===== config.mk =====
export PLATFORM = sky130hd
export DESIGN_NAME = otp_prog_seq
export DESIGN_NICKNAME = d
export VERILOG_FILES = /design/src/rtl/otp_prog_pkg.sv /design/src/rtl/otp_page_buf.sv /design/src/rtl/otp_pulse_timer.sv /design/src/rtl/otp_prog_seq.sv
export SDC_FILE = /design/constraint.sdc
export NUM_CORES = 1
export LEC_CHECK = 0
export ABC_AREA = 0
export BUFFER_PORTS_ARGS = -buffer_cell sky130_fd_sc_hd__buf_2
export CAP_MARGIN = 5
export CORE_UTILIZATION = 40
export DETAILED_ROUTE_END_ITERATION = 6
export SYNTH_ARGS = -nofsm -noshare
export SYNTH_HDL_FRONTEND = slang
export SYNTH_SLANG_ARGS = --single-unit

===== constraint.sdc =====
create_clock -name clk -period 2.25 [get_ports clk]
set_input_delay 0.1125 -clock clk [delete_from_list [all_inputs] [get_ports clk]]
set_output_delay 0.1125 -clock clk [all_outputs]
set_load 0.005 [all_outputs]

===== src/rtl/otp_prog_pkg.sv =====
`timescale 1ns/1ps
package otp_prog_pkg;

    typedef enum logic [3:0] {
        ST_IDLE,
        ST_FILL,
        ST_LSET,
        ST_LSTB,
        ST_LHLD,
        ST_WSET,
        ST_WPULSE,
        ST_WHLD,
        ST_VSET,
        ST_VRD,
        ST_VEND,
        ST_CHECK
    } seq_state_e;

    // pin levels of the memory strobes plus the host data driver enable
    typedef struct packed {
        logic ce;
        logic oe;
        logic pgm;
        logic drive;
    } strobe_t;

    localparam strobe_t STB_IDLE = '{ce: 1'b1, oe: 1'b1, pgm: 1'b1, drive: 1'b0};

endpackage


===== src/rtl/otp_page_buf.sv =====
`timescale 1ns/1ps
module otp_page_buf #(
    parameter int DATA_W = 8,
    parameter int DEPTH  = 4
) (
    input  logic                     clk,
    input  logic                     rst_n,
    input  logic                     wr_en,
    input  logic [$clog2(DEPTH)-1:0] wr_idx,
    input  logic [DATA_W-1:0]        wr_data,
    input  logic [$clog2(DEPTH)-1:0] rd_idx,
    output logic [DATA_W-1:0]        rd_data
);
    localparam int IDX_W = $clog2(DEPTH);

    logic [DEPTH-1:0][DATA_W-1:0] ents;

    for (genvar g = 0; g < DEPTH; g++) begin : g_ent
        logic [DATA_W-1:0] ent_d, ent_q;

        always_comb begin
            ent_d = ent_q;
            if (wr_en && wr_idx == IDX_W'(g)) begin
                ent_d = wr_data;
            end
        end

        always_ff @(posedge clk or negedge rst_n) begin
            if (!rst_n) ent_q <= '0;
            else        ent_q <= ent_d;
        end

        assign ents[g] = ent_q;
    end

    assign rd_data = ents[rd_idx];

endmodule


===== src/rtl/otp_pulse_timer.sv =====
`timescale 1ns/1ps
module otp_pulse_timer #(
    parameter int CYCLES = 25000
) (
    input  logic clk,
    input  logic rst_n,
    input  logic load,
    input  logic run,
    output logic expired
);
    localparam int CNT_W = $clog2(CYCLES + 1);

    logic [CNT_W-1:0] cnt_d, cnt_q;

    always_comb begin
        cnt_d = cnt_q;
        if (load) begin
            cnt_d = CNT_W'(CYCLES - 1);
        end else if (run && cnt_q != '0) begin
            cnt_d = cnt_q - CNT_W'(1);
        end
    end

    always_ff @(posedge clk or negedge rst_n) begin
        if (!rst_n) cnt_q <= '0;
        else        cnt_q <= cnt_d;
    end

    assign expired = (cnt_q == '0);

endmodule


===== src/rtl/otp_prog_seq.sv =====
`timescale 1ns/1ps
module otp_prog_seq
    import otp_prog_pkg::*;
#(
    parameter int ADDR_W     = 17,
    parameter int DATA_W     = 8,
    parameter int PAGE_BYTES = 4,
    parameter int PULSE_CYC  = 25000,
    parameter int MAX_TRIES  = 10
) (
    input  logic              clk,
    input  logic              rst_n,
    input  logic              start,
    input  logic              page_mode,
    input  logic [ADDR_W-1:0] first_addr,
    input  logic [ADDR_W-1:0] last_addr,
    input  logic              in_valid,
    input  logic [DATA_W-1:0] in_data,
    output logic              in_ready,
    output logic [ADDR_W-1:0] dev_addr,
    output logic [DATA_W-1:0] dq_out,
    output logic              dq_drive,
    input  logic [DATA_W-1:0] dq_in,
    output logic              dev_ce,
    output logic              dev_oe,
    output logic              dev_pgm,
    output logic              busy,
    output logic              done,
    output logic              fail,
    output logic [ADDR_W-1:0] fail_addr
);
    localparam int IDX_W = $clog2(PAGE_BYTES);
    localparam int TRY_W = $clog2(MAX_TRIES + 1);
    localparam int CNT_W = $clog2(PULSE_CYC + 1);
    localparam logic [IDX_W-1:0] TOP_IDX = IDX_W'(PAGE_BYTES - 1);

    typedef struct packed {
        seq_state_e        state;
        logic              page;
        logic [ADDR_W-1:0] base;
        logic [ADDR_W-1:0] last;
        logic [IDX_W-1:0]  idx;
        logic [TRY_W-1:0]  tries;
        logic              mism;
        logic [ADDR_W-1:0] mism_addr;
        logic              done;
        logic              fail;
        logic [ADDR_W-1:0] fail_addr;
    } regs_t;

    regs_t q, d;

    logic              buf_we;
    logic [DATA_W-1:0] buf_rd;
    logic              tmr_load;
    logic              tmr_done;
    logic [IDX_W-1:0]  top_idx;
    logic [ADDR_W-1:0] unit_addr;
    logic              last_unit;
    strobe_t           stb;

    otp_page_buf #(
        .DATA_W (DATA_W),
        .DEPTH  (PAGE_BYTES)
    ) u_buf (
        .clk     (clk),
        .rst_n   (rst_n),
        .wr_en   (buf_we),
        .wr_idx  (q.idx),
        .wr_data (in_data),
        .rd_idx  (q.idx),
        .rd_data (buf_rd)
    );

    otp_pulse_timer #(
        .CYCLES (PULSE_CYC)
    ) u_timer (
        .clk     (clk),
        .rst_n   (rst_n),
        .load    (tmr_load),
        .run     (q.state == ST_WPULSE),
        .expired (tmr_done)
    );

    // address of the byte currently addressed inside the unit
    assign unit_addr = q.page ? {q.base[ADDR_W-1:IDX_W], q.idx} : q.base;
    assign top_idx   = q.page ? TOP_IDX : '0;
    assign last_unit = q.page ? (q.base[ADDR_W-1:IDX_W] == q.last[ADDR_W-1:IDX_W])
                              : (q.base == q.last);

    always_comb begin
        d        = q;
        buf_we   = 1'b0;
        tmr_load = 1'b0;
        unique case (q.state)
            ST_IDLE: begin
                if (start) begin
                    d.state = ST_FILL;
                    d.page  = page_mode;
                    d.base  = page_mode ? {first_addr[ADDR_W-1:IDX_W], {IDX_W{1'b0}}}
                                        : first_addr;
                    d.last  = last_addr;
                    d.idx   = '0;
                    d.done  = 1'b0;
                    d.fail  = 1'b0;
                end
            end
            ST_FILL: begin
                if (in_valid) begin
                    buf_we = 1'b1;
                    if (q.idx == top_idx) begin
                        d.idx   = '0;
                        d.tries = TRY_W'(1);
                        d.state = q.page ? ST_LSET : ST_WSET;
                    end else begin
                        d.idx = q.idx + IDX_W'(1);
                    end
                end
            end
            ST_LSET: d.state = ST_LSTB;
            ST_LSTB: d.state = ST_LHLD;
            ST_LHLD: begin
                if (q.idx == top_idx) begin
                    d.idx   = '0;
                    d.state = ST_WSET;
                end else begin
                    d.idx   = q.idx + IDX_W'(1);
                    d.state = ST_LSET;
                end
            end
            ST_WSET: begin
                tmr_load = 1'b1;
                d.state  = ST_WPULSE;
            end
            ST_WPULSE: begin
                if (tmr_done) d.state = ST_WHLD;
            end
            ST_WHLD: begin
                d.idx   = '0;
                d.mism  = 1'b0;
                d.state = ST_VSET;
            end
            ST_VSET: d.state = ST_VRD;
            ST_VRD: begin
                if (dq_in != buf_rd && !q.mism) begin
                    d.mism      = 1'b1;
                    d.mism_addr = unit_addr;
                end
                d.state = ST_VEND;
            end
            ST_VEND: begin
                if (q.idx == top_idx) begin
                    d.state = ST_CHECK;
                end else begin
                    d.idx   = q.idx + IDX_W'(1);
                    d.state = ST_VSET;
                end
            end
            ST_CHECK: begin
                d.idx = '0;
                if (q.mism) begin
                    if (q.tries == TRY_W'(MAX_TRIES)) begin
                        d.fail      = 1'b1;
                        d.fail_addr = q.mism_addr;
                        d.state     = ST_IDLE;
                    end else begin
                        d.tries = q.tries + TRY_W'(1);
                        d.state = q.page ? ST_LSET : ST_WSET;
                    end
                end else if (last_unit) begin
                    d.done  = 1'b1;
                    d.state = ST_IDLE;
                end else begin
                    d.base  = q.base + (q.page ? ADDR_W'(PAGE_BYTES) : ADDR_W'(1));
                    d.state = ST_FILL;
                end
            end
            default: d.state = ST_IDLE;
        endcase
    end

    always_ff @(posedge clk or negedge rst_n) begin
        if (!rst_n) begin
            q       <= '0;
            q.state <= ST_IDLE;
        end else begin
            q <= d;
        end
    end

    // strobe levels per phase
    always_comb begin
        stb = STB_IDLE;
        case (q.state)
            ST_LSET, ST_LHLD: stb.drive = 1'b1;
            ST_LSTB: begin
                stb.oe    = 1'b0;
                stb.drive = 1'b1;
            end
            ST_WSET, ST_WHLD: begin
                if (!q.page) begin
                    stb.ce    = 1'b0;
                    stb.drive = 1'b1;
                end
            end
            ST_WPULSE: begin
                stb.pgm = 1'b0;
                if (!q.page) begin
                    stb.ce    = 1'b0;
                    stb.drive = 1'b1;
                end
            end
            ST_VSET, ST_VEND: stb.ce = 1'b0;
            ST_VRD: begin
                stb.ce = 1'b0;
                stb.oe = 1'b0;
            end
            default: ;
        endcase
    end

    assign dev_ce    = stb.ce;
    assign dev_oe    = stb.oe;
    assign dev_pgm   = stb.pgm;
    assign dq_drive  = stb.drive;
    assign dq_out    = buf_rd;
    assign dev_addr  = unit_addr;
    assign in_ready  = (q.state == ST_FILL);
    assign busy      = (q.state != ST_IDLE);
    assign done      = q.done;
    assign fail      = q.fail;
    assign fail_addr = q.fail_addr;

    // ---------------- checks ----------------
    logic [CNT_W:0] low_cnt_q;
    always_ff @(posedge clk or negedge rst_n) begin
        if (!rst_n)                         low_cnt_q <= '0;
        else if (dev_pgm)                   low_cnt_q <= '0;
        else if (low_cnt_q != '1)           low_cnt_q <= low_cnt_q + 1'b1;
    end

    a_r4_pulse_width: assert property (@(posedge clk) disable iff (!rst_n)
        $rose(dev_pgm) |-> (low_cnt_q == (CNT_W+1)'(PULSE_CYC)));

    a_r4_page_pulse_levels: assert property (@(posedge clk) disable iff (!rst_n)
        (!dev_pgm && q.page) |-> (dev_ce && !dq_drive));

    a_r5_byte_pulse_levels: assert property (@(posedge clk) disable iff (!rst_n)
        (!dev_pgm && !q.page) |-> (!dev_ce && dq_drive));

    a_r6_release_before_read: assert property (@(posedge clk) disable iff (!rst_n)
        (!dev_oe && !dev_ce) |-> !$past(dq_drive));

    a_r10_no_pulse_in_read: assert property (@(posedge clk) disable iff (!rst_n)
        !dev_pgm |-> dev_oe);

    a_r7_tries_bound: assert property (@(posedge clk) disable iff (!rst_n)
        q.tries <= TRY_W'(MAX_TRIES));

    a_r9_fail_parks_strobes: assert property (@(posedge clk) disable iff (!rst_n)
        fail |-> (dev_ce && dev_pgm && !in_ready));

    a_r8_done_fail_exclusive: assert property (@(posedge clk) disable iff (!rst_n)
        !(done && fail));

endmodule


## Yosys cells after proc, flatten, opt, wreduce, memory -nomap -nowiden

Cells that the tools add are included.

| cells by class | value |
|---|---|
| add/subtract/negate cells | 4 |
| magnitude comparators | 1 |
| equal/unequal tests | 31 |
| multiplexer cells | 48 |
| reduce and logical (&&, ||, !) cells | 32 |

Operator list:

| operator | count |
|---|---|
| $mux W18 | 3 |
| $pmux W4 S12 | 1 |
| $mux W41 | 1 |
| $mux W17 | 2 |
| $pmux W17 S2 | 1 |
| $mux W15 | 2 |
| $mux W4 | 7 |
| $ne A2 B2 Y1 const B | 11 |
| $eq A4 B4 Y1 const B | 5 |
| $reduce_and A4 Y1 | 5 |
| $add A17 B3 Y17 | 1 |
| $eq A17 B17 Y1 | 1 |
| $bmux W8 S2 | 1 |
| $eq A4 B3 Y1 const B | 4 |
| $eq A15 B15 Y1 | 1 |
| $logic_not A15 Y1 | 1 |
| $reduce_bool A15 Y1 | 1 |
| $sub A15 B1 Y15 const B | 1 |
| $mux W2 | 7 |
| $mux W3 | 4 |
| $mux W1 | 11 |
| $pmux W2 S5 | 1 |
| $reduce_or A3 Y1 | 3 |
| $eq A4 B2 Y1 const B | 2 |
| other kinds (25) | 39 |

| word-level totals | value |
|---|---|
| bits in registers | 129 |
| bits of input ports | 55 |
| output and inout bits | 50 |
| logic and storage cells | 132 |

## Logic depth before layout (Yosys ltp)

| logic depth | value |
|---|---|
| depth in word-level cells | 6 |
| mapped depth | 10 |
| mapped depth without buffers | 8 |

## Modules after synthesis

From an unflattened synthesis, not the netlist that was laid out.

| second synthesis, totals | value |
|---|---|
| cells, all modules | 654 |
| area total of the unflattened synthesis | 6847.8 sq um |

Modules (own cells, without submodules):

| module | times used | cells an instance | area each (sq um) | seq. area each (sq um) |
|---|---|---|---|---|
| otp_prog_seq | 1 | 492 | 4628.2 | 2052.0 |
| otp_page_buf | 1 | 78 | 1401.3 | 800.8 |
| otp_pulse_timer | 1 | 84 | 818.3 | 375.4 |

## Least setup slack after synthesis

No wires, ideal clock.

| timing | value |
|---|---|
| path kind | flip-flop to flip-flop |
| start point | register q[41] (netlist name) |
| end point | register q[20] (netlist name) |
| setup time | 128 ps |
| data arrival time | 2236 ps |
| required time | 2122 ps |
| slack | -114 ps |
| stages on the path, launching flop included | 8 |
| path buffers | 2 |
| clock period less this slack | 2364 ps |
| path through | dfrtp_1 -> buf_2 -> mux4_2 -> xnor2_1 -> nand4_1 -> o21ai_1 -> buf_2 -> mux2_1 |

| on the way | value |
|---|---|
| longest elaborated chain between the ends | 5 |

Ends and longest elaborated chain:

| what | RTL line | text |
|---|---|---|
| from (decl) | otp_prog_seq.sv:51 | `regs_t q, d;` |
| $bmux W8 S2 | otp_page_buf.sv:36 | `assign rd_data = ents[rd_idx];` |
| $mux W8 (not written as such) | otp_page_buf.sv:36 |  |
| net dq_out[0] | otp_prog_seq.sv:21 | `output logic [DATA_W-1:0] dq_out,` |
| $ne A8 B8 Y1 | otp_prog_seq.sv:145 | `if (dq_in != buf_rd && !q.mism) begin` |
| $logic_and A1 B1 Y1 | otp_prog_seq.sv:145 |  |
| $reduce_and A2 Y1 (no source line) | n/a |  |

The timed path passes the listed nets, and every way through them passes these cells. The select of a mux whose other input is x is not followed.
A chain may end at the register's enable or synchronous reset.

## Worst setup path after layout

| timing | value |
|---|---|
| start point | register u_timer.cnt_q[9] |
| end point | register u_timer.cnt_q[9] |

| on the way | value |
|---|---|
| longest elaborated chain between the ends | 3 |
| elaborated cells on any way between the ends | 6 |
| those cells by class | add/sub (1); mux (2); reduce/logical (3) |

Ends and longest elaborated chain:

| what | RTL line | text |
|---|---|---|
| from (decl) | otp_pulse_timer.sv:13 | `logic [CNT_W-1:0] cnt_d, cnt_q;` |
| from (signal assigned) | otp_pulse_timer.sv:26 | `else cnt_q <= cnt_d;` |
| $sub A15 B1 Y15 or $reduce_bool A15 Y1 (tied branches) | otp_pulse_timer.sv:20, otp_pulse_timer.sv:19 |  |
| $mux W15 or $logic_and A1 B1 Y1 (tied branches) | otp_pulse_timer.sv:19 | `end else if (run && cnt_q != '0) begin` |
| $mux W15 or $reduce_bool A2 Y1 (tied branches) | n/a |  |

Several ways; a longest one is shown, not always the timed one. The select of a mux whose other input is x is not followed.

==> flow_summary.json <==
{
  "worst_setup_path_start_kind": "register",
  "ys_seq_area_frac": 0.4788,
  "die_w_um": 131.8,
  "crit_slowest_cell": "or4_4",
  "synth_nets": 709,
  "crit_path_frequent_cell": "or4_4",
  "diodes": 0,
  "vias": 5419,
  "fmax_mhz": 427.5,
  "cts_root_buf": "clkbuf_16",
  "grt_remaining_overflow": 0,
  "post-route-period-util": 1.040,
  "dp_cells": 958,
  "cts_buffer_depth": 2,
  "hpwl_um": 11940,
  "ir_drop_uv": 608.7,
  "cts_buffers": 17,
  "vias_per_cell": 5.292,
  "grt_pass1_vias": 5486,
  "hold_class": "primary input to register",
  "status": "finished, violations left",
  "grt_setup_unrepaired": "true",
  "fin_crit_ps": 2339,
  "arrival_ps": 2610,
  "fp-row-count": 47,
  "ys_types": 59,
  "gp_congestion": 0.8463,
  "synth.avg_cell_area_um2": 10.47,
  "final_antenna_net_count": 0,
  "io_buffers": 104,
  "worst-path-max-fanout": 8,
  "yosys_warnings": 0,
  "start_util": 0.4080,
  "synth_area_leaders": "dfrtp_1 (48%), mux2_2 (8.5%), nand2_1 (5.1%)",
  "syn_area_um2": 6743,
  "synth_top_area_cell": "dfrtp_1",
  "fin_ws_ps": -89.42,
  "grtUsageTotal": 0.2051,
  "violations": "setup timing",
  "fp.dieH_um": 131.8,
  "drive_gt1_frac": 0.3619,
  "synthArstFlopShare": 1.000,
  "worstSkewPairLatency_ps": 420,
  "syn_to_final_growth_pct": 29.17,
  "synthesis.instances": 644,
  "core-area_um2": 16520,
  "first_iter_violations": 403,
  "grt_start_max_net_pins": 63,
  "slew_violations": 0,
  "yosysTopAreaCellShare": 0.4788,
  "cts_sinks": 129,
  "first_pass_iters": 7,
  "synth-edff-count": 0,
  "worst_ep_required_time_ps": 2520,
  "antenna_found_initial": 0,
  "drv_cap": 0,
  "clock_skew_ps": 8.886,
  "cp-end-kind": "register",
  "grt_pass1_wl_um": 27890,
  "wl_per_cell_um": 16.77,
  "final_net_count": 856,
  "cts_tree": "built",
  "crit_type": "register to register",
  "utilization": 0.5271,
  "powerDensity_nw_per_um2": 1269,
  "critical_path.cell_chain": "or4_4, or4_4, o41a_4, nand3_4, or3_1, a21oi_2",
  "yosys_most_used_dff": "dfrtp_1",
  "fin_cells": 1024,
  "setup_viol": 23,
  "leakagePower_nw": 4.181,
  "clk_pin_slew_ps": 50,
  "routed_wl_um": 17170,
  "htree_levels": 4,
  "drc": 0,
  "synth_seq_cells": 129,
  "hold_viol": 0,
  "die-area_um2": 17380,
  "cpPeakStageDelay_ps": 530,
  "tightest_slew_ps": 655.3,
  "pin_count": 105,
  "max_slew_margin": 0.5598
}
## area by class of cell
type / count / area, µm²
clock buffers: 21 / 480.5
clock inverters: 11 / 175.2
fillers: 1474 / 7815
inverters: 15 / 56.30
multi-input cells: 432 / 3158
flip-flops and latches: 129 / 3229
well taps: 220 / 275.3
repair buffers: 196 / 1335
## cell usage after synthesis (4+ instances only)
master	instances
a21oi_1	27
nand2b_1	4
xnor2_1	15
o21ai_1	16
and3_1	6
nand3_1	22
mux2_2	51
buf_4	32
buf_2	4
o21ai_0	20
nor4_1	9
nand2_1	92
ha_1	10
inv_1	15
mux4_2	8
mux2_1	18
nor2_1	28
clkbuf_1	27
or3_1	10
nor3_1	7
xor2_1	19
a211oi_1	4
a31oi_1	9
dfrtp_1	129
o211ai_1	8
## worst max-delay path: cells and delay by family (launching register included)
| family | cells | cell delay, ps |
|---|---|---|
| AND/OR/NAND/NOR | 4 | 1280 |
| AO/OA/AOI/OAI | 2 | 540 |
| flip-flops | 1 | 380 |
## report_power, final
group	switching, W	internal (W)
logic	0.00212	0.00208
clock network	0.00107	0.00198
registers	0.000661	0.00314
total	0.00384	0.00721
## placed cells by master (no fill, tap or decap), types with 4 or more instances in the layout
| cell | n |
|---|---|
| nand2b_1 | 4 |
| inv_1 | 15 |
| clkbuf_8 | 4 |
| mux2_4 | 5 |
| clkbuf_16 | 17 |
| mux4_2 | 8 |
| o21ai_1 | 15 |
| mux2_2 | 51 |
| ha_1 | 10 |
| a21oi_1 | 25 |
| nand3_1 | 20 |
| dlygate4sd3_1 | 29 |
| or3_1 | 8 |
| o21ai_0 | 20 |
| nand2_1 | 90 |
| buf_4 | 58 |
| and3_1 | 6 |
| bufinv_16 | 4 |
| xnor2_1 | 12 |
| mux2_1 | 13 |
| o211ai_1 | 8 |
| buf_2 | 103 |
| nor2_1 | 28 |
| a31oi_1 | 9 |
| nor3_1 | 7 |
| nor4_1 | 8 |
| dfrtp_1 | 128 |
| a211oi_1 | 4 |
| xor2_1 | 19 |
## repair_timing
item | 4_1_cts | 5_1_grt
resized for setup | 2 | 20
pin swaps | 0 | 11
endpoints found under the setup margin | 23 | 32
setup buffers | 3 | 2
hold endpoints to repair | 82 | 0
hold buffers | 29 | 0
## worst paths after layout
path                             startpoint                to  slack [ps]  cells past startpoint
setup reg to reg           u_timer.cnt_q[9]  u_timer.cnt_q[9]         -90                      6
setup / recovery           u_timer.cnt_q[9]  u_timer.cnt_q[9]         -90                      6
hold reg to reg                        fail              fail         480                      2
min in group asynchronous             rst_n             q[27]         210                      2
hold / removal               first_addr[13]             q[73]          20                      3
max in group asynchronous             rst_n             q[41]        1320                      3
## state kept, by name, indices dropped and copies added, names as in the netlist
| name | count |
|---|---|
| fail | 1 |
| u_buf.g_ent.ent_q | 32 |
| q | 63 |
| u_timer.cnt_q | 15 |
| done | 1 |
| fail_addr | 17 |
## metrics by stage
stage               area (µm²)  setup WS [ps]  total power (W)  TNS [ps]  hold WS [ps]
detailed placement        7629         -85.57         0.007804     -1190         108.4
floorplan                 6754         -18.23         0.006340    -18.23        -183.1
finish                    8710         -89.42          0.01105    -903.2         22.14
CTS                       8607         -75.76          0.01096     -1273         11.46
global route              8710         -146.4          0.01171     -2986         37.27
global placement          7629         -51.63         0.007661    -118.5         101.5
## routing by layer
layer  vias to the layer above  track usage  routed length (µm)
met5                         -            0                   0
met4                         0      0.07041                 229
met3                        17      0.04575                 816
met2                       177       0.3445                8669
met1                      2687       0.2607                7455
li1                       2538            -                   -
## kinds of logic (layout without fill, tap and decap cells)
family,count (synthesis),count (layout),share of synthesized area
buffers and inverters,83,243,0.06606
adders and majority gates,10,10,0.01856
DFF,129,129,0.4788
and+or+nand+nor,201,201,0.1440
muxes,79,79,0.1449
AOI/OAI and AO/OA,108,108,0.1036
xor gates and xnor gates,34,34,0.04416
No activity file was read; power rests on OpenSTA's default activity.
